`src/rtl/vidx_pkg.sv`:
```
package vidx_pkg;

    localparam int NRAIL    = 3;
    localparam int CODE_W   = 7;
    localparam int OFF_W    = 8;
    localparam int PVI_W    = 6;
    localparam int POUT_W   = 5;
    localparam int RSEL_W   = $clog2(NRAIL);
    localparam int SUM_W    = OFF_W + 1;
    localparam int BYTE_W   = CODE_W + 1;

    localparam logic [CODE_W-1:0] OFF_FIRST = 7'h7C;
    localparam logic [CODE_W-1:0] RST_CODE  = 7'h3C;
    localparam logic [POUT_W-1:0] POUT_MAX  = '1;

    typedef enum logic [RSEL_W-1:0] {
        RAIL_NB   = 2'd0,
        RAIL_VDD0 = 2'd1,
        RAIL_VDD1 = 2'd2
    } rail_e;

    typedef struct packed {
        logic              psi_n;
        logic [CODE_W-1:0] code;
    } rail_cmd_t;

    localparam rail_cmd_t RST_CMD = '{psi_n: 1'b1, code: RST_CODE};

    function automatic logic [CODE_W-1:0] fixed_code(input logic [1:0] s);
        return {1'b0, s, 4'hC};
    endfunction

    function automatic logic [CODE_W-1:0] boot_code(input logic [1:0] s);
        return {2'b01, s, 3'b100};
    endfunction

    function automatic logic [CODE_W-1:0] pvi_to_code(input logic [PVI_W-1:0] p);
        if (p[PVI_W-1])
            return CODE_W'(p) + CODE_W'(31);
        return {p[PVI_W-2:0], 1'b0};
    endfunction

    function automatic logic [POUT_W-1:0] code_to_pvi(input logic [CODE_W-1:0] c);
        if (c[CODE_W-1])
            return POUT_MAX;
        return c[POUT_W:1];
    endfunction

    function automatic logic [CODE_W-1:0] trim_clamp(input logic [CODE_W-1:0] base,
                                                     input logic [OFF_W-1:0]  off,
                                                     input logic [CODE_W-1:0] lim);
        logic signed [SUM_W-1:0] b;
        logic signed [SUM_W-1:0] o;
        logic signed [SUM_W-1:0] s;
        b = $signed(SUM_W'(base));
        o = SUM_W'($signed(off));
        s = b - o;
        if (s < 0)
            return '0;
        if (s > $signed(SUM_W'(lim)))
            return lim;
        return s[CODE_W-1:0];
    endfunction

endpackage

```
`src/rtl/vidx_rail_store.sv`:
```
module vidx_rail_store
    import vidx_pkg::*;
#(
    parameter int RAIL_ID = 0
) (
    input  logic              clk,
    input  logic              rst,
    input  logic              pwrok,
    input  logic [CODE_W-1:0] boot_val,
    input  logic              cmd_valid,
    input  logic [RSEL_W-1:0] cmd_rail,
    input  rail_cmd_t         cmd,
    output rail_cmd_t         held
);

    localparam logic [RSEL_W-1:0] MY_SEL = RSEL_W'(RAIL_ID);

    always_ff @(posedge clk) begin
        if (rst) begin
            held <= RST_CMD;
        end else if (!pwrok) begin
            held.psi_n <= 1'b1;
            held.code  <= boot_val;
        end else if (cmd_valid && cmd_rail == MY_SEL) begin
            held <= cmd;
        end
    end

endmodule

```
`src/rtl/vidx_rail_calc.sv`:
```
module vidx_rail_calc
    import vidx_pkg::*;
#(
    parameter logic [CODE_W-1:0] WIDE_MAX   = 7'h7B,
    parameter logic [CODE_W-1:0] NARROW_MAX = 7'h3D
) (
    input  logic              fix_mode,
    input  logic              pwrok,
    input  logic [CODE_W-1:0] fix_val,
    input  logic [CODE_W-1:0] boot_val,
    input  logic              man_en,
    input  logic [CODE_W-1:0] man_val,
    input  logic              src_serial,
    input  rail_cmd_t         held,
    input  logic [CODE_W-1:0] pvi_val,
    input  logic [OFF_W-1:0]  trim,
    input  logic              out_serial,
    input  logic              narrow,
    output rail_cmd_t         result
);

    logic [CODE_W-1:0] base;
    logic [CODE_W-1:0] lim;
    logic              is_off;

    always_comb begin
        if (fix_mode)
            base = fix_val;
        else if (!pwrok)
            base = boot_val;
        else if (man_en)
            base = man_val;
        else if (src_serial)
            base = held.code;
        else
            base = pvi_val;
    end

    assign lim    = narrow ? NARROW_MAX : WIDE_MAX;
    assign is_off = out_serial && (base >= OFF_FIRST);

    always_comb begin
        result.code  = is_off ? base : trim_clamp(base, trim, lim);
        result.psi_n = (src_serial && pwrok && !fix_mode) ? held.psi_n : 1'b1;
    end

endmodule

```
`src/rtl/vid_xlate.sv`:
```
module vid_xlate
    import vidx_pkg::*;
#(
    parameter logic [CODE_W-1:0] CODE_MAX     = 7'h7B,
    parameter logic [CODE_W-1:0] S2P_VDD0_MAX = 7'h3D
) (
    input  logic                           clk,
    input  logic                           rst,
    input  logic                           pwrok,
    input  logic                           vfix_en,
    input  logic                           strap_clk,
    input  logic                           strap_dat,
    input  logic                           core_serial,
    input  logic                           out_serial,
    input  logic                           cmd_valid,
    input  logic [RSEL_W-1:0]              cmd_rail,
    input  logic [BYTE_W-1:0]              cmd_byte,
    input  logic [PVI_W-1:0]               pvi_in,
    input  logic [NRAIL-1:0]               man_en,
    input  logic [NRAIL-1:0][CODE_W-1:0]   man_code,
    input  logic [NRAIL-1:0][OFF_W-1:0]    rail_offset,
    input  logic [1:0]                     mirror_sel,
    output logic [NRAIL-1:0][BYTE_W-1:0]   ser_out,
    output logic [POUT_W-1:0]              par_out,
    output logic [BYTE_W-1:0]              pvi_rb
);

    localparam int NB = int'(RAIL_NB);
    localparam int V0 = int'(RAIL_VDD0);

    logic [1:0]        strap;
    logic [CODE_W-1:0] fix_val;
    logic [CODE_W-1:0] boot_val;
    logic [CODE_W-1:0] pvi_val;
    rail_cmd_t         cmd;
    rail_cmd_t         held [NRAIL];
    rail_cmd_t         calc [NRAIL];
    rail_cmd_t         mixed [NRAIL];

    assign strap    = {strap_clk, strap_dat};
    assign fix_val  = fixed_code(strap);
    assign boot_val = boot_code(strap);
    assign pvi_val  = pvi_to_code(pvi_in);
    assign cmd      = rail_cmd_t'(cmd_byte);

    for (genvar g = 0; g < NRAIL; g++) begin : g_rail
        localparam bit IS_VDD0 = (g == V0);
        logic narrow;
        assign narrow = IS_VDD0 && core_serial && !out_serial;

        vidx_rail_store #(.RAIL_ID(g)) u_store (
            .clk       (clk),
            .rst       (rst),
            .pwrok     (pwrok),
            .boot_val  (boot_val),
            .cmd_valid (cmd_valid),
            .cmd_rail  (cmd_rail),
            .cmd       (cmd),
            .held      (held[g])
        );

        vidx_rail_calc #(
            .WIDE_MAX   (CODE_MAX),
            .NARROW_MAX (S2P_VDD0_MAX)
        ) u_calc (
            .fix_mode   (vfix_en),
            .pwrok      (pwrok),
            .fix_val    (fix_val),
            .boot_val   (boot_val),
            .man_en     (man_en[g]),
            .man_val    (man_code[g]),
            .src_serial (core_serial),
            .held       (held[g]),
            .pvi_val    (pvi_val),
            .trim       (rail_offset[g]),
            .out_serial (out_serial),
            .narrow     (narrow),
            .result     (calc[g])
        );
    end

    always_comb begin
        for (int i = 0; i < NRAIL; i++)
            mixed[i] = calc[i];
        if (out_serial) begin
            unique case (mirror_sel)
                2'b01:   mixed[V0] = calc[NB];
                2'b10:   mixed[NB] = calc[V0];
                default: ;
            endcase
            if (!core_serial)
                mixed[NB] = '{psi_n: 1'b1, code: '1};
        end
    end

    always_ff @(posedge clk) begin
        if (rst) begin
            for (int i = 0; i < NRAIL; i++)
                ser_out[i] <= RST_CMD;
            par_out <= code_to_pvi(RST_CODE);
            pvi_rb  <= '0;
        end else begin
            for (int i = 0; i < NRAIL; i++)
                ser_out[i] <= mixed[i];
            par_out <= code_to_pvi(mixed[V0].code);
            pvi_rb  <= {1'b0, pvi_in, 1'b0};
        end
    end

endmodule

```
`config.mk`:
```
export PLATFORM = sky130hd
export DESIGN_NAME = vid_xlate
export DESIGN_NICKNAME = d
export VERILOG_FILES = /design/src/rtl/vidx_pkg.sv /design/src/rtl/vidx_rail_store.sv /design/src/rtl/vidx_rail_calc.sv /design/src/rtl/vid_xlate.sv
export SDC_FILE = /design/constraint.sdc
export NUM_CORES = 1
export LEC_CHECK = 0
export BUFFER_PORTS_ARGS = -buffer_cell sky130_fd_sc_hd__buf_2
export CAP_MARGIN = 20
export CORE_UTILIZATION = 30
export CTS_BUF_LIST = sky130_fd_sc_hd__clkbuf_16
export CTS_CLUSTER_DIAMETER = 60
export DETAILED_ROUTE_END_ITERATION = 6
export HOLD_SLACK_MARGIN = 0.03
export SLEW_MARGIN = 20
export SYNTH_ARGS = -nofsm -noshare
export SYNTH_HDL_FRONTEND = slang
export SYNTH_SLANG_ARGS = --single-unit
```
`constraint.sdc`:
```
create_clock -name clk -period 8.75 [get_ports clk]
set_input_delay 0.875 -clock clk [delete_from_list [all_inputs] [get_ports clk]]
set_output_delay 0.875 -clock clk [all_outputs]
set_load 0.02 [all_outputs]
```
# Yosys cells after proc, flatten, opt, wreduce, memory -nomap -nowiden

Index checks and enable logic that the tools add are counted.

Flip-flop bits (word level): 61
Input bits: 75
Output and inout port bits: 37

Add/sub/neg operators: 4
Order comparisons: 9
Eq/ne operators: 7
Multiplexer cells: 56
Bitwise operators: 2
Reductions and logical operators: 14

Operator list:

| operator                                                      | number |
|---|---|
| two-way mux 7 bit                                             | 30 |
| two-way mux 5 bit                                             | 8 |
| < comparator 9 x 1 -> 1 bit, second input constant            | 3 |
| subtractor 8 x 8 -> 9 bit                                     | 3 |
| two-way mux 8 bit                                             | 3 |
| >= comparator 7 bit, second input constant                    | 3 |
| greater-than comparator 9 x 8 -> 1 bit, second input constant | 2 |
| two-way mux 16 bit                                            | 1 |
| two-way mux 1 bit                                             | 14 |
| greater-than comparator 9 x 8 -> 1 bit                        | 1 |
| logical AND 1 bit                                             | 9 |
| adder 6 x 5 -> 7 bit, second input constant                   | 1 |
| inequality test 2 x 1 -> 1 bit, second input constant         | 3 |
| == test 2 x 1 -> 1 bit, second input constant                 | 2 |
| == test 2 bit, second input constant                          | 2 |
| OR reduction 2 bit                                            | 2 |
| zero test 1 bit                                               | 2 |
| zero test 2 bit                                               | 1 |
| NOT 1 bit                                                     | 2 |

# Longest topological paths before layout

Gate-level depths: netlist (run 1).

Word-level depth: 20
Gate-level depth with buffers: 20
Mapped depth without buffers: 19

# Cells and area by module

From an unflattened synthesis (run 1), not the netlist that was laid out.

Cell total of the unflattened synthesis: 672
Area total of the unflattened synthesis: 5495.3 um2

By module, submodules not included:

| module                                   | times used | cells each | area each (um2) | sequential area each (um2) |
|---|---|---|---|---|
| vidx_rail_calc at g_rail[1].u_calc ...   | 2          | 134        | 994.7           | 0.0 |
| vid_xlate                                | 1          | 149        | 1373.8          | 700.7 |
| vidx_rail_calc at g_rail[0].u_calc       | 1          | 134        | 969.7           | 0.0 |
| vidx_rail_store at g_rail[1].u_store ... | 2          | 40         | 386.6           | 160.2 |
| vidx_rail_store at g_rail[0].u_store     | 1          | 41         | 389.1           | 160.2 |

# Worst setup path before layout (run 1)

OpenSTA, ideal clock, no wires.

Path kind: input -> register
Start: input port core_serial
End: register ser_out[9] (netlist name)
Library setup time: 0.115 ns
Data arrival time: 4.561 ns
Data required time: 8.635 ns
Setup slack: 4.074 ns
Stages on the path: 19
Buffers on the path: 3
Cell sequence: buf_2 -> buf_4 -> clkbuf_1 -> a211oi_1 -> nor3_1 -> a21oi_1 -> nor2_1 -> fa_1 -> and3_1 -> o21ai_0 -> a21oi_1 -> a211oi_1 -> ha_1 -> and2_0 -> a41oi_1 -> o21ai_2 -> o21a_1 -> a211o_1 -> and2_1

Cells in the longest elaborated chain, start to end: 13

RTL lines:

| element                                | RTL line             | RTL |
|---|---|---|
| start: declaration                     | vid_xlate.sv:13      | `input logic core_serial,` |
| two-way mux 7 bit                      | vidx_rail_calc.sv:33 | `else if (src_serial)` |
| two-way mux 7 bit                      | vidx_rail_calc.sv:31 | `else if (man_en)` |
| two-way mux 7 bit                      | vidx_rail_calc.sv:29 | `else if (!pwrok)` |
| two-way mux 7 bit                      | vidx_rail_calc.sv:27 | `if (fix_mode)` |
| subtractor 8 x 8 -> 9 bit              | vidx_pkg.sv:57       | `s = b - o;` |
| greater-than comparator 9 x 8 -> 1 bit | vidx_pkg.sv:60       | `if (s > $signed(SUM_W'(lim)))` |
| two-way mux 1 bit (2 in series)        | vidx_pkg.sv:60       |  |
| two-way mux 7 bit                      | vidx_pkg.sv:62       | `return s[CODE_W-1:0];` |
| two-way mux 7 bit                      | vidx_pkg.sv:60       |  |
| two-way mux 7 bit                      | vidx_rail_calc.sv:43 | `result.code = is_off ? base : trim_clamp(base, trim, lim);` |
| two-way mux 8 bit                      | vid_xlate.sv:86      | `unique case (mirror_sel)` |
| two-way mux 16 bit *                   | vid_xlate.sv:85      | `if (out_serial) begin` |
| end signal: indexed assignment         | vid_xlate.sv:104     | `ser_out[i] <= mixed[i];` |
| end: declaration                       | vid_xlate.sv:23      | `output logic [NRAIL-1:0][BYTE_W-1:0] ser_out,` |

Every way passes the cells marked *; elsewhere a longest branch is shown, timed or not. The select of a mux whose other input is x is not followed.
A chain may end at the register's enable or synchronous reset.

# Worst setup path in the final report (run 1)

Start: input port pwrok
End: register par_out[0]

Cells in the longest elaborated chain, start to end: 14

RTL lines:

| element                                | RTL line             | RTL |
|---|---|---|
| start: declaration                     | vid_xlate.sv:9       | `input logic pwrok,` |
| two-way mux 7 bit                      | vidx_rail_calc.sv:29 |  |
| two-way mux 7 bit                      | vidx_rail_calc.sv:27 |  |
| subtractor 8 x 8 -> 9 bit              | vidx_pkg.sv:57       |  |
| greater-than comparator 9 x 8 -> 1 bit | vidx_pkg.sv:60       |  |
| two-way mux 1 bit (2 in series)        | vidx_pkg.sv:60       |  |
| two-way mux 7 bit                      | vidx_pkg.sv:62       |  |
| two-way mux 7 bit                      | vidx_pkg.sv:60       |  |
| two-way mux 7 bit                      | vidx_rail_calc.sv:43 |  |
| two-way mux 8 bit                      | vid_xlate.sv:86      |  |
| two-way mux 16 bit *                   | vid_xlate.sv:85      |  |
| two-way mux 1 bit                      | vidx_pkg.sv:44       | `if (c[CODE_W-1])` |
| two-way mux 1 bit                      | vid_xlate.sv:97      | `if (rst) begin` |
| two-way mux 5 bit *                    | vidx_pkg.sv:46       | `return c[POUT_W:1];` |
| end signal: assignment                 | vid_xlate.sv:100     | `par_out <= code_to_pvi(RST_CODE);` |
| end signal: assignment                 | vid_xlate.sv:105     | `par_out <= code_to_pvi(mixed[V0].code);` |
| end: declaration                       | vid_xlate.sv:24      | `output logic [POUT_W-1:0] par_out,` |

Marks and branches as above.

==> implementation parameters, run 1 <==
Parameter                              Value

Status
  Outcome ... finished, final reports clean

Synth
  Synthesized instance count ... 558
  Count of flip-flops with a built-in enable after synthesis ... 0
  Compound-Gate Fraction of Synth Area ... 0.2426
  Number of different library cells in the post-synthesis netlist ... 70
  Cell area after technology mapping ... 0.004287 mm2
  Synthesis Warnings ... 0
  Parity-gate share of the synthesized area counting xor and xnor cells ... 0.02452
  Synth Area in Adders ... 0.08698
  Main combinational cell family by area after synthesis ... simple AND/OR/NAND/NOR gates
  Synthesized-area fraction occupied by and/or/nand/nor cells ... 0.2487
  Post-synthesis sequential element count ... 59
  Sequential area share after synthesis ... 0.2755
  Async SR Flop Fraction ... 0
  Average instance area after synthesis ... 7.682 um2
  Post-synthesis mux area share ... 0.05371
  Top flip-flop cell by instance count after synthesis ... sky130_fd_sc_hd__dfxtp_1

Hold path
  Number of instances on the worst hold path ... 1
  Worst hold path startpoint ... g_rail[2].u_store.held[7]
  Endpoint with the worst hold slack ... ser_out[23]
  Path category of the worst min-delay check ... register to register

Critical path
  Buffers and inverters on the worst path ... 2
  Type of element capturing the critical path ... register
  Kind of cell adding the most delay to the critical path ... compound AO/OA/AOI/OAI gates
  Slowest-stage cell, CP ... sky130_fd_sc_hd__nor2b_1
  Setup crit start kind ... input pin
  Worst Path Required ... 8950 ps
  Path length in cells of the critical path ... 17
  Crit path arrival time ... 5370 ps
  Most frequent cell on the critical path ... sky130_fd_sc_hd__ha_1
  Delay of the slowest cell on the worst path ... 870 ps
  Crit path cell chain ... buf_2 > nor2b_1 > nand3_1 > o2bb2ai_1 > inv_1 > ha_1 > and3_1 > o21ai_0 > a21oi_1 > a211oi_1 > ha_1 > and2_0 > a41oi_1 > o21ai_2 > o21a_1 > a211o_1 > o2bb2ai_2
  Maximum fanout along the worst path ... 21
  Worst Reg-to-Reg Cells ... 15
  Worst r2r dst ... par_out[0]
  Origin of the critical flop-to-flop path ... g_rail[1].u_store.held[3]
  Worst reg-to-reg setup slack ... 4850 ps
  Type of the worst setup path ... input pin to register

STA
  Time the worst path needs with I/O delays and setup ... 5165 ps
  Number of pins exceeding their max-slew limit in the final report ... 0
  Share of the clock period used by the worst path ... 0.5903
  Relative slew slack ... 0.3122
  Hold Slack ... 461.6 ps
  Sum Neg Setup Slack ... 0 ps
  Highest attainable clock frequency ... 193.6 MHz
  Transition time at the pin with the least slew margin ... 1030 ps
  Number of setup violations in the final report ... 0
  Setup repair after global routing missed its margin ... no
  Skew final ... 7.428 ps
  Final hold violation count ... 0

Power
  Ratio of total power to cell area ... 170.2 mW/mm2
  Peak ir drop on the vdd network ... 86.27 uV
  Leakage ... 2.451 nW

Routing
  Met3 routed wirelength ... 754 um
  Met1 wire length ... 5991 um
  Detailed-route via count ... 4373
  Final ANT Viol Nets ... 0
  Met2 Wirelength ... 6145 um
  Routed length per placed instance ... 15.70 um
  DR DRC count ... 0
  Total routed wirelength ... 13170 um
  Uppermost metal layer occupied by signal nets ... met4
  Number of DRC markers in iteration 0 ... 306
  First-pass iteration count of the detailed router ... 5
  Via-to-Cell Ratio ... 5.212

Clock network
  Worst-Skew Late Latency ... 330 ps
  Post_cts resized ... 0
  Total number of H-tree levels ... 3
  Clock root buffer ... sky130_fd_sc_hd__clkbuf_16
  Worst-path clk slew ... 50 ps
  TritonCTS clock tree ... done
  Setup fix buffers added after clock tree synthesis ... 0
  Maximum number of buffers from clock root to sink ... 2
  Number of sinks handled by clock tree synthesis ... 59
  Hold buffer count at CTS ... 0
  Number of buffers added by the clock tree synthesis step ... 9

Die
  Vertical extent of the die ... 121.5 um
  Num rows ... 43
  Overall die area ... 0.01477 mm2
  Width of the die ... 121.5 um
  IO Pins ... 112
  Effective utilization at floorplan ... 0.3076
  Core region area ... 0.01393 mm2

Final layout
  Inserted Diodes ... 0
  Syn-to-layout area delta ... 21.51%
  Area occupied by multi-input gates ... 0.002821 mm2
  Layout cells sized above 1 ... 0.2200
  Most common library cell in the layout ignoring fill and taps ... sky130_fd_sc_hd__buf_2
  Commonest non-fill, non-tap cells in the layout ... sky130_fd_sc_hd__buf_2 (109), sky130_fd_sc_hd__dfxtp_1 (59), sky130_fd_sc_hd__nor2_1 (55), sky130_fd_sc_hd__nand2_1 (55), sky130_fd_sc_hd__inv_1 (46)
  Register area ... 0.001181 mm2
  Number of nets in the final layout ... 757
  Fill count ... 1468

Place
  Routability Congestion ... 0.9083
  Count of input and output buffers ... 109
  HPWL reported at the end of detailed placement ... 10620 um

Global route
  Residual overflow from global routing ... 0
  Global-route wire length before repair ... 20180 um
  Largest net degree at the start of global routing ... 31
  Initial antenna violation count ... 0
  Number of global-route vias before repair ... 3843
  Overall track demand over capacity in global routing ... 0.1806

Job
  Max-capacitance violation count ... 0
[power by group]
part,leakage [nW],internal (mW),switching (mW)
Clock,0.134,0.187,0.123
Combinational,1.83,0.109,0.170
Sequential,0.487,0.291,0.00558
[worst reg2reg max path, stage by stage, from the launching register on]
cell and delay [ps]:
sky130_fd_sc_hd__dfxtp_1 330, sky130_fd_sc_hd__nand2_1 60, sky130_fd_sc_hd__and4_1 210, sky130_fd_sc_hd__o21ai_0 340
sky130_fd_sc_hd__ha_1 360, sky130_fd_sc_hd__and3_1 210, sky130_fd_sc_hd__o21ai_0 230, sky130_fd_sc_hd__a21oi_1 130
sky130_fd_sc_hd__a211oi_1 260, sky130_fd_sc_hd__ha_1 280, sky130_fd_sc_hd__and2_0 160, sky130_fd_sc_hd__a41oi_1 330
sky130_fd_sc_hd__o21ai_2 190, sky130_fd_sc_hd__o21a_1 250, sky130_fd_sc_hd__a211o_1 320, sky130_fd_sc_hd__o2bb2ai_2 120
[cell type report]
type                            count  area share
Multi-Input combinational cell    430      0.5417
Clock inverter                      7    0.007206
Timing Repair Buffer              110      0.1062
Clock buffer                        9     0.04324
Sequential cell                    59      0.2268
Inverter                           44     0.03171
Tap cell                          180     0.04324
[Yosys cell counts (3+ instances only)]
master	number	share of area
sky130_fd_sc_hd__nand3_1	12	0.014
sky130_fd_sc_hd__a21oi_1	35	0.041
sky130_fd_sc_hd__nor2b_1	15	0.022
sky130_fd_sc_hd__dfxtp_1	59	0.28
sky130_fd_sc_hd__o21a_1	12	0.021
sky130_fd_sc_hd__xnor2_1	8	0.016
sky130_fd_sc_hd__o22ai_1	5	0.0073
sky130_fd_sc_hd__o211ai_1	7	0.012
sky130_fd_sc_hd__or2_2	9	0.013
sky130_fd_sc_hd__o211a_1	3	0.0070
sky130_fd_sc_hd__ha_1	25	0.073
sky130_fd_sc_hd__a211oi_1	12	0.021
sky130_fd_sc_hd__nor2_1	55	0.048
sky130_fd_sc_hd__o31a_1	3	0.0061
sky130_fd_sc_hd__a41oi_1	3	0.0061
sky130_fd_sc_hd__buf_2	5	0.0058
sky130_fd_sc_hd__nand2b_1	10	0.015
sky130_fd_sc_hd__fa_1	3	0.014
sky130_fd_sc_hd__and3_1	4	0.0058
sky130_fd_sc_hd__o21ai_0	31	0.036
sky130_fd_sc_hd__nand3b_1	4	0.0070
sky130_fd_sc_hd__or3_1	4	0.0058
sky130_fd_sc_hd__inv_1	44	0.039
sky130_fd_sc_hd__nand2_1	55	0.048
sky130_fd_sc_hd__a221oi_1	3	0.0061
sky130_fd_sc_hd__buf_4	3	0.0053
sky130_fd_sc_hd__a211o_1	3	0.0061
sky130_fd_sc_hd__a211oi_2	4	0.012
sky130_fd_sc_hd__a21o_1	7	0.012
sky130_fd_sc_hd__nor3b_1	3	0.0053
sky130_fd_sc_hd__o31ai_1	4	0.0070
sky130_fd_sc_hd__mux2i_1	23	0.054
sky130_fd_sc_hd__clkbuf_1	15	0.013
sky130_fd_sc_hd__nor3_1	22	0.026
sky130_fd_sc_hd__xor2_1	4	0.0082
[cell families (layout without fill, tap and decap cells)]
| kind of cell | after synthesis | after routing |
|---|---|---|
| and+or+nand+nor | 213 | 213 |
| buffers and inverters | 70 | 170 |
| muxes | 23 | 23 |
| other | 1 | 2 |
| DFF | 59 | 59 |
| xor gates and xnor gates | 12 | 12 |
| adders and majority gates | 28 | 28 |
| AOI/OAI and AO/OA | 152 | 152 |
[stage by stage]
stage            util  setup slack [ps]  instance area (um2)  instances  power [mW]
2_1_floorplan       -              4074                 4290        559      0.4987
3_3_place_gp   0.3549              3311                 4946        823      0.5798
3_5_place_dp   0.3549              3276                 4946        823      0.5793
4_1_cts        0.3738              3589                 5209        839      0.8925
5_1_grt        0.3738              3049                 5209        839      0.9381
6_report       0.3738              3585                 5209        839      0.8866
[worst max path at each step]
stage	slack, ps	to	start
global route	3050	ser_out[9]	pwrok
detailed placement	3280	par_out[0]	pwrok
CTS	3590	par_out[0]	pwrok
finish	3590	par_out[0]	pwrok
floorplan	4070	ser_out[9]	core_serial
global placement	3310	ser_out[9]	pwrok
[per-layer routing]
metal | up-vias | GRT usage
met5 | - | 0
met4 | 0 | 0.06636
met1 | 2010 | 0.2378
li1 | 2170 | -
met2 | 168 | 0.2915
met3 | 25 | 0.03464
[registers in the layout, summed over array words and instances (netlist names)]
signal,cells
pvi_rb,6
ser_out,24
par_out,5
g_rail.u_store.held,24
(Power assumes the default switching activity.)
==> run 2, diff against run 1 <==
ABC_AREA = 1   (was default)
clock period = 4.3 ns   (was 8.75 ns; I/O delays follow)
==> run 2 against run 1 <==
Hold slack worse by 120 ps. First-iteration DRC count down 31%. Power up 120%. Highest routed layer unchanged. Synthesized cell count up 20%. Sequential cell count unchanged. Worst setup slack worse by 3100 ps. Combinational power up 110%. Sequential power up 110%. Critical endpoint is now par_out[3]. Routed wire length down 4.0%. Register-to-register slack worse by 4200 ps. Via count up 3.7%.
==> implementation parameters, run 2 <==
Parameter                              Value

Status
  Outcome ... finished, final reports clean

STA
  Transition time at the pin with the least slew margin ... 684.3 ps (-345.3 ps)
  Number of setup violations in the final report ... 0 (unchanged)
  Final hold violation count ... 0 (unchanged)
  Setup repair after global routing missed its margin ... no
  Share of the clock period used by the worst path ... 0.8894
  Relative slew slack ... 0.5433 (+0.2311)
  Sum Neg Setup Slack ... 0 ps (unchanged)
  Highest attainable clock frequency ... 261.5 MHz
  Skew final ... 5.948 ps (-1.479 ps)
  Number of pins exceeding their max-slew limit in the final report ... 0 (unchanged)
  Time the worst path needs with I/O delays and setup ... 3824 ps

Clock network
  Worst-Skew Late Latency ... 330 ps (about the same)
  Clock root buffer ... sky130_fd_sc_hd__clkbuf_16
  Number of sinks handled by clock tree synthesis ... 59 (unchanged)
  Worst-path clk slew ... 60 ps (about the same)
  Maximum number of buffers from clock root to sink ... 2 (unchanged)
  Number of buffers added by the clock tree synthesis step ... 9 (unchanged)
  TritonCTS clock tree ... done
  Hold buffer count at CTS ... 0 (unchanged)
  Total number of H-tree levels ... 3 (unchanged)

Hold path
  Path category of the worst min-delay check ... input pin to register

Routing
  Detailed-route via count ... 4536 (+3.7%)
  First-pass iteration count of the detailed router ... 5 (unchanged)
  Routed length per placed instance ... 12.96 um (-17%)
  Total routed wirelength ... 12640 um (-4.0%)
  Final ANT Viol Nets ... 0 (unchanged)
  DR DRC count ... 0 (unchanged)
  Via-to-Cell Ratio ... 4.652 (-11%)
  Number of DRC markers in iteration 0 ... 210 (-31%)

Die
  IO Pins ... 112 (unchanged)
  Width of the die ... 120.9 um (-0.50%)
  Num rows ... 43 (unchanged)
  Vertical extent of the die ... 120.9 um (-0.50%)
  Overall die area ... 0.01462 mm2 (-1.0%)
  Core region area ... 0.01383 mm2 (-0.77%)
  Effective utilization at floorplan ... 0.3069 (-0.0007732)

Synth
  Synth top area cells ... sky130_fd_sc_hd__dfxtp_1 (28%), sky130_fd_sc_hd__nand2_1 (16%), sky130_fd_sc_hd__inv_1 (8.6%), sky130_fd_sc_hd__nand3_1 (8.3%), sky130_fd_sc_hd__ha_1 (7.4%)
  Post-synthesis sequential element count ... 59 (unchanged)
  Average instance area after synthesis ... 6.342 um2 (-17%)
  Count of flip-flops with a built-in enable after synthesis ... 0 (unchanged)
  Proportion of netlist area held by the largest area contributor ... 0.2784 (+0.002844)
  Compound-Gate Fraction of Synth Area ... 0.1221 (-0.1205)
  Sequential area share after synthesis ... 0.2784 (+0.002844)
  Most common cell in the synthesized netlist ... sky130_fd_sc_hd__nand2_1
  Synthesized-area fraction occupied by and/or/nand/nor cells ... 0.3831 (+0.1344)
  Top flip-flop cell by instance count after synthesis ... sky130_fd_sc_hd__dfxtp_1
  Main combinational cell family by area after synthesis ... simple AND/OR/NAND/NOR gates
  Parity-gate share of the synthesized area counting xor and xnor cells ... 0.02271 (-0.001811)
  List of most frequent post-synthesis cells ... sky130_fd_sc_hd__nand2_1 (180), sky130_fd_sc_hd__inv_1 (97), sky130_fd_sc_hd__nand3_1 (70)
  Number of different library cells in the post-synthesis netlist ... 40 (-43%)
  Synthesis Warnings ... 0 (unchanged)
  Post-synthesis mux area share ... 0 (-0.05371)
  Synthesized instance count ... 669 (+20%)
  Synth Area in Adders ... 0.08788 (+0.0008978)
  Cell area after technology mapping ... 0.004243 mm2 (-1.0%)
  Async SR Flop Fraction ... 0 (unchanged)
  Cell taking the most area after synthesis ... sky130_fd_sc_hd__dfxtp_1

Power
  Leakage ... 2.910 nW (+19%)
  Ratio of total power to cell area ... 359.0 mW/mm2 (+110%)
  Tot Pwr ... 1.925 mW (+120%)
  Peak ir drop on the vdd network ... 171.7 uV (+99%)

Final layout
  Commonest non-fill, non-tap cells in the layout ... sky130_fd_sc_hd__nand2_1 (179), sky130_fd_sc_hd__buf_2 (109), sky130_fd_sc_hd__inv_1 (97)
  Layout cells sized above 1 ... 0.2226 (+0.002611)
  Number of nets in the final layout ... 893 (+18%)
  Syn-to-layout area delta ... 26.36%
  Largest regs ... g_rail.u_store.held: 24 flops, ser_out: 24 flops, pvi_rb: 6 flops
  Most common library cell in the layout ignoring fill and taps ... sky130_fd_sc_hd__nand2_1
  Inserted Diodes ... 0 (unchanged)

Critical path
  Type of element capturing the critical path ... register
  Maximum fanout along the worst path ... 4 (-81%)
  Setup crit start kind ... input pin
  Delay of the slowest cell on the worst path ... 320 ps (-550 ps)
  Slowest-stage cell, CP ... sky130_fd_sc_hd__ha_1
  Worst Path Required ... 4520 ps (-4430 ps)
  Most frequent cell on the critical path ... sky130_fd_sc_hd__nand2_1
  Type of the worst setup path ... input pin to register
  Crit path arrival time ... 4040 ps (-1330 ps)

Global route
  Initial antenna violation count ... 0 (unchanged)
  Largest net degree at the start of global routing ... 19 (-39%)
  Number of global-route vias before repair ... 4110 (+6.9%)
  Overall track demand over capacity in global routing ... 0.1799 (-0.0006658)
  Residual overflow from global routing ... 0 (unchanged)
  Global-route wire length before repair ... 20330 um (+0.79%)

Place
  Routability Congestion ... 0.8716 (-4.0%)
  Count of input and output buffers ... 109 (unchanged)
  HPWL reported at the end of detailed placement ... 10250 um (-3.5%)

Job
  Max-capacitance violation count ... 0 (unchanged)
[run 2: cell count changes after synthesis, moves of 8 or more]
cell	delta
sky130_fd_sc_hd__a211oi_1	-10
sky130_fd_sc_hd__a21oi_1	+10
sky130_fd_sc_hd__clkbuf_1	-11
sky130_fd_sc_hd__inv_1	+53
sky130_fd_sc_hd__mux2i_1	-23
sky130_fd_sc_hd__nand2_1	+125
sky130_fd_sc_hd__nand2b_1	-8
sky130_fd_sc_hd__nand3_1	+58
sky130_fd_sc_hd__nor2_1	+13
sky130_fd_sc_hd__nor2b_1	-15
sky130_fd_sc_hd__nor3_1	-19
sky130_fd_sc_hd__o21a_1	-9
[run 2: timing repair]
action                     in CTS  in global routing
setup endpoints to repair       0                 11
buffers inserted                0                  1
gates resized for setup         0                  3
hold endpoints to repair        0                  0
[run 2: metrics by stage]
step	hold WS, ps	cell area, um2	worst slack, ps	cells	utilization
floorplan	419.6	4247	682.7	670	-
global placement	449.2	5032	203.2	958	0.3639
detailed placement	444.6	5032	125.6	958	0.3639
CTS	332.3	5335	450.9	974	0.3858
global route	343.3	5361	19.37	975	0.3877
finish	337.6	5361	475.6	975	0.3877
[run 2: power by group]
part           switching [mW]  internal [mW]
Combinational           0.371          0.213
Sequential             0.0133          0.595
Clock                   0.281          0.452
[run 2: layout make-up]
class	count	area, um2
clock buffer	9	225.2
clock inverter	7	77.57
fill	1523	8466
inverter	104	392.9
multi-input combinational	497	2639
sequential	59	1181
tap	180	225.2
timing repair buffer	119	620.6
[run 2: path summary, 6_finish.rpt]
kind	start	endpoint	slack, ps	cells after the start
worst max-delay path	pvi_in[0]	par_out[3]	480	35
worst min-delay path	cmd_byte[7]	g_rail[1].u_store.held[7]	340	3
worst max register to register	g_rail[1].u_store.held[0]	par_out[3]	660	28
worst min register to register	g_rail[0].u_store.held[7]	g_rail[0].u_store.held[7]	450	2
[run 2: kinds of logic after synthesis]
logic type | Yosys count
buffers and inverters | 114
other | 1
adders and majority gates | 28
DFF | 59
and+or+nand+nor | 365
xor gates and xnor gates | 11
AOI/OAI and AO/OA | 91
[run 2: metal layers]
layer	vias up	GRT usage	share of wire
met2	113	0.3046	0.48
li1	2386	-	-
met1	2024	0.2299	0.46
met3	13	0.03477	0.054
met5	-	0	0
met4	0	0.05324	0.012
[run 2: critical path: cells and delay by family]
family | cells | cell delay, ps
xor gates and xnor gates | 1 | 220
AOI/OAI and AO/OA | 2 | 250
adders and majority gates | 3 | 770
and+or+nand+nor | 24 | 1940
buffers and inverters | 5 | 440
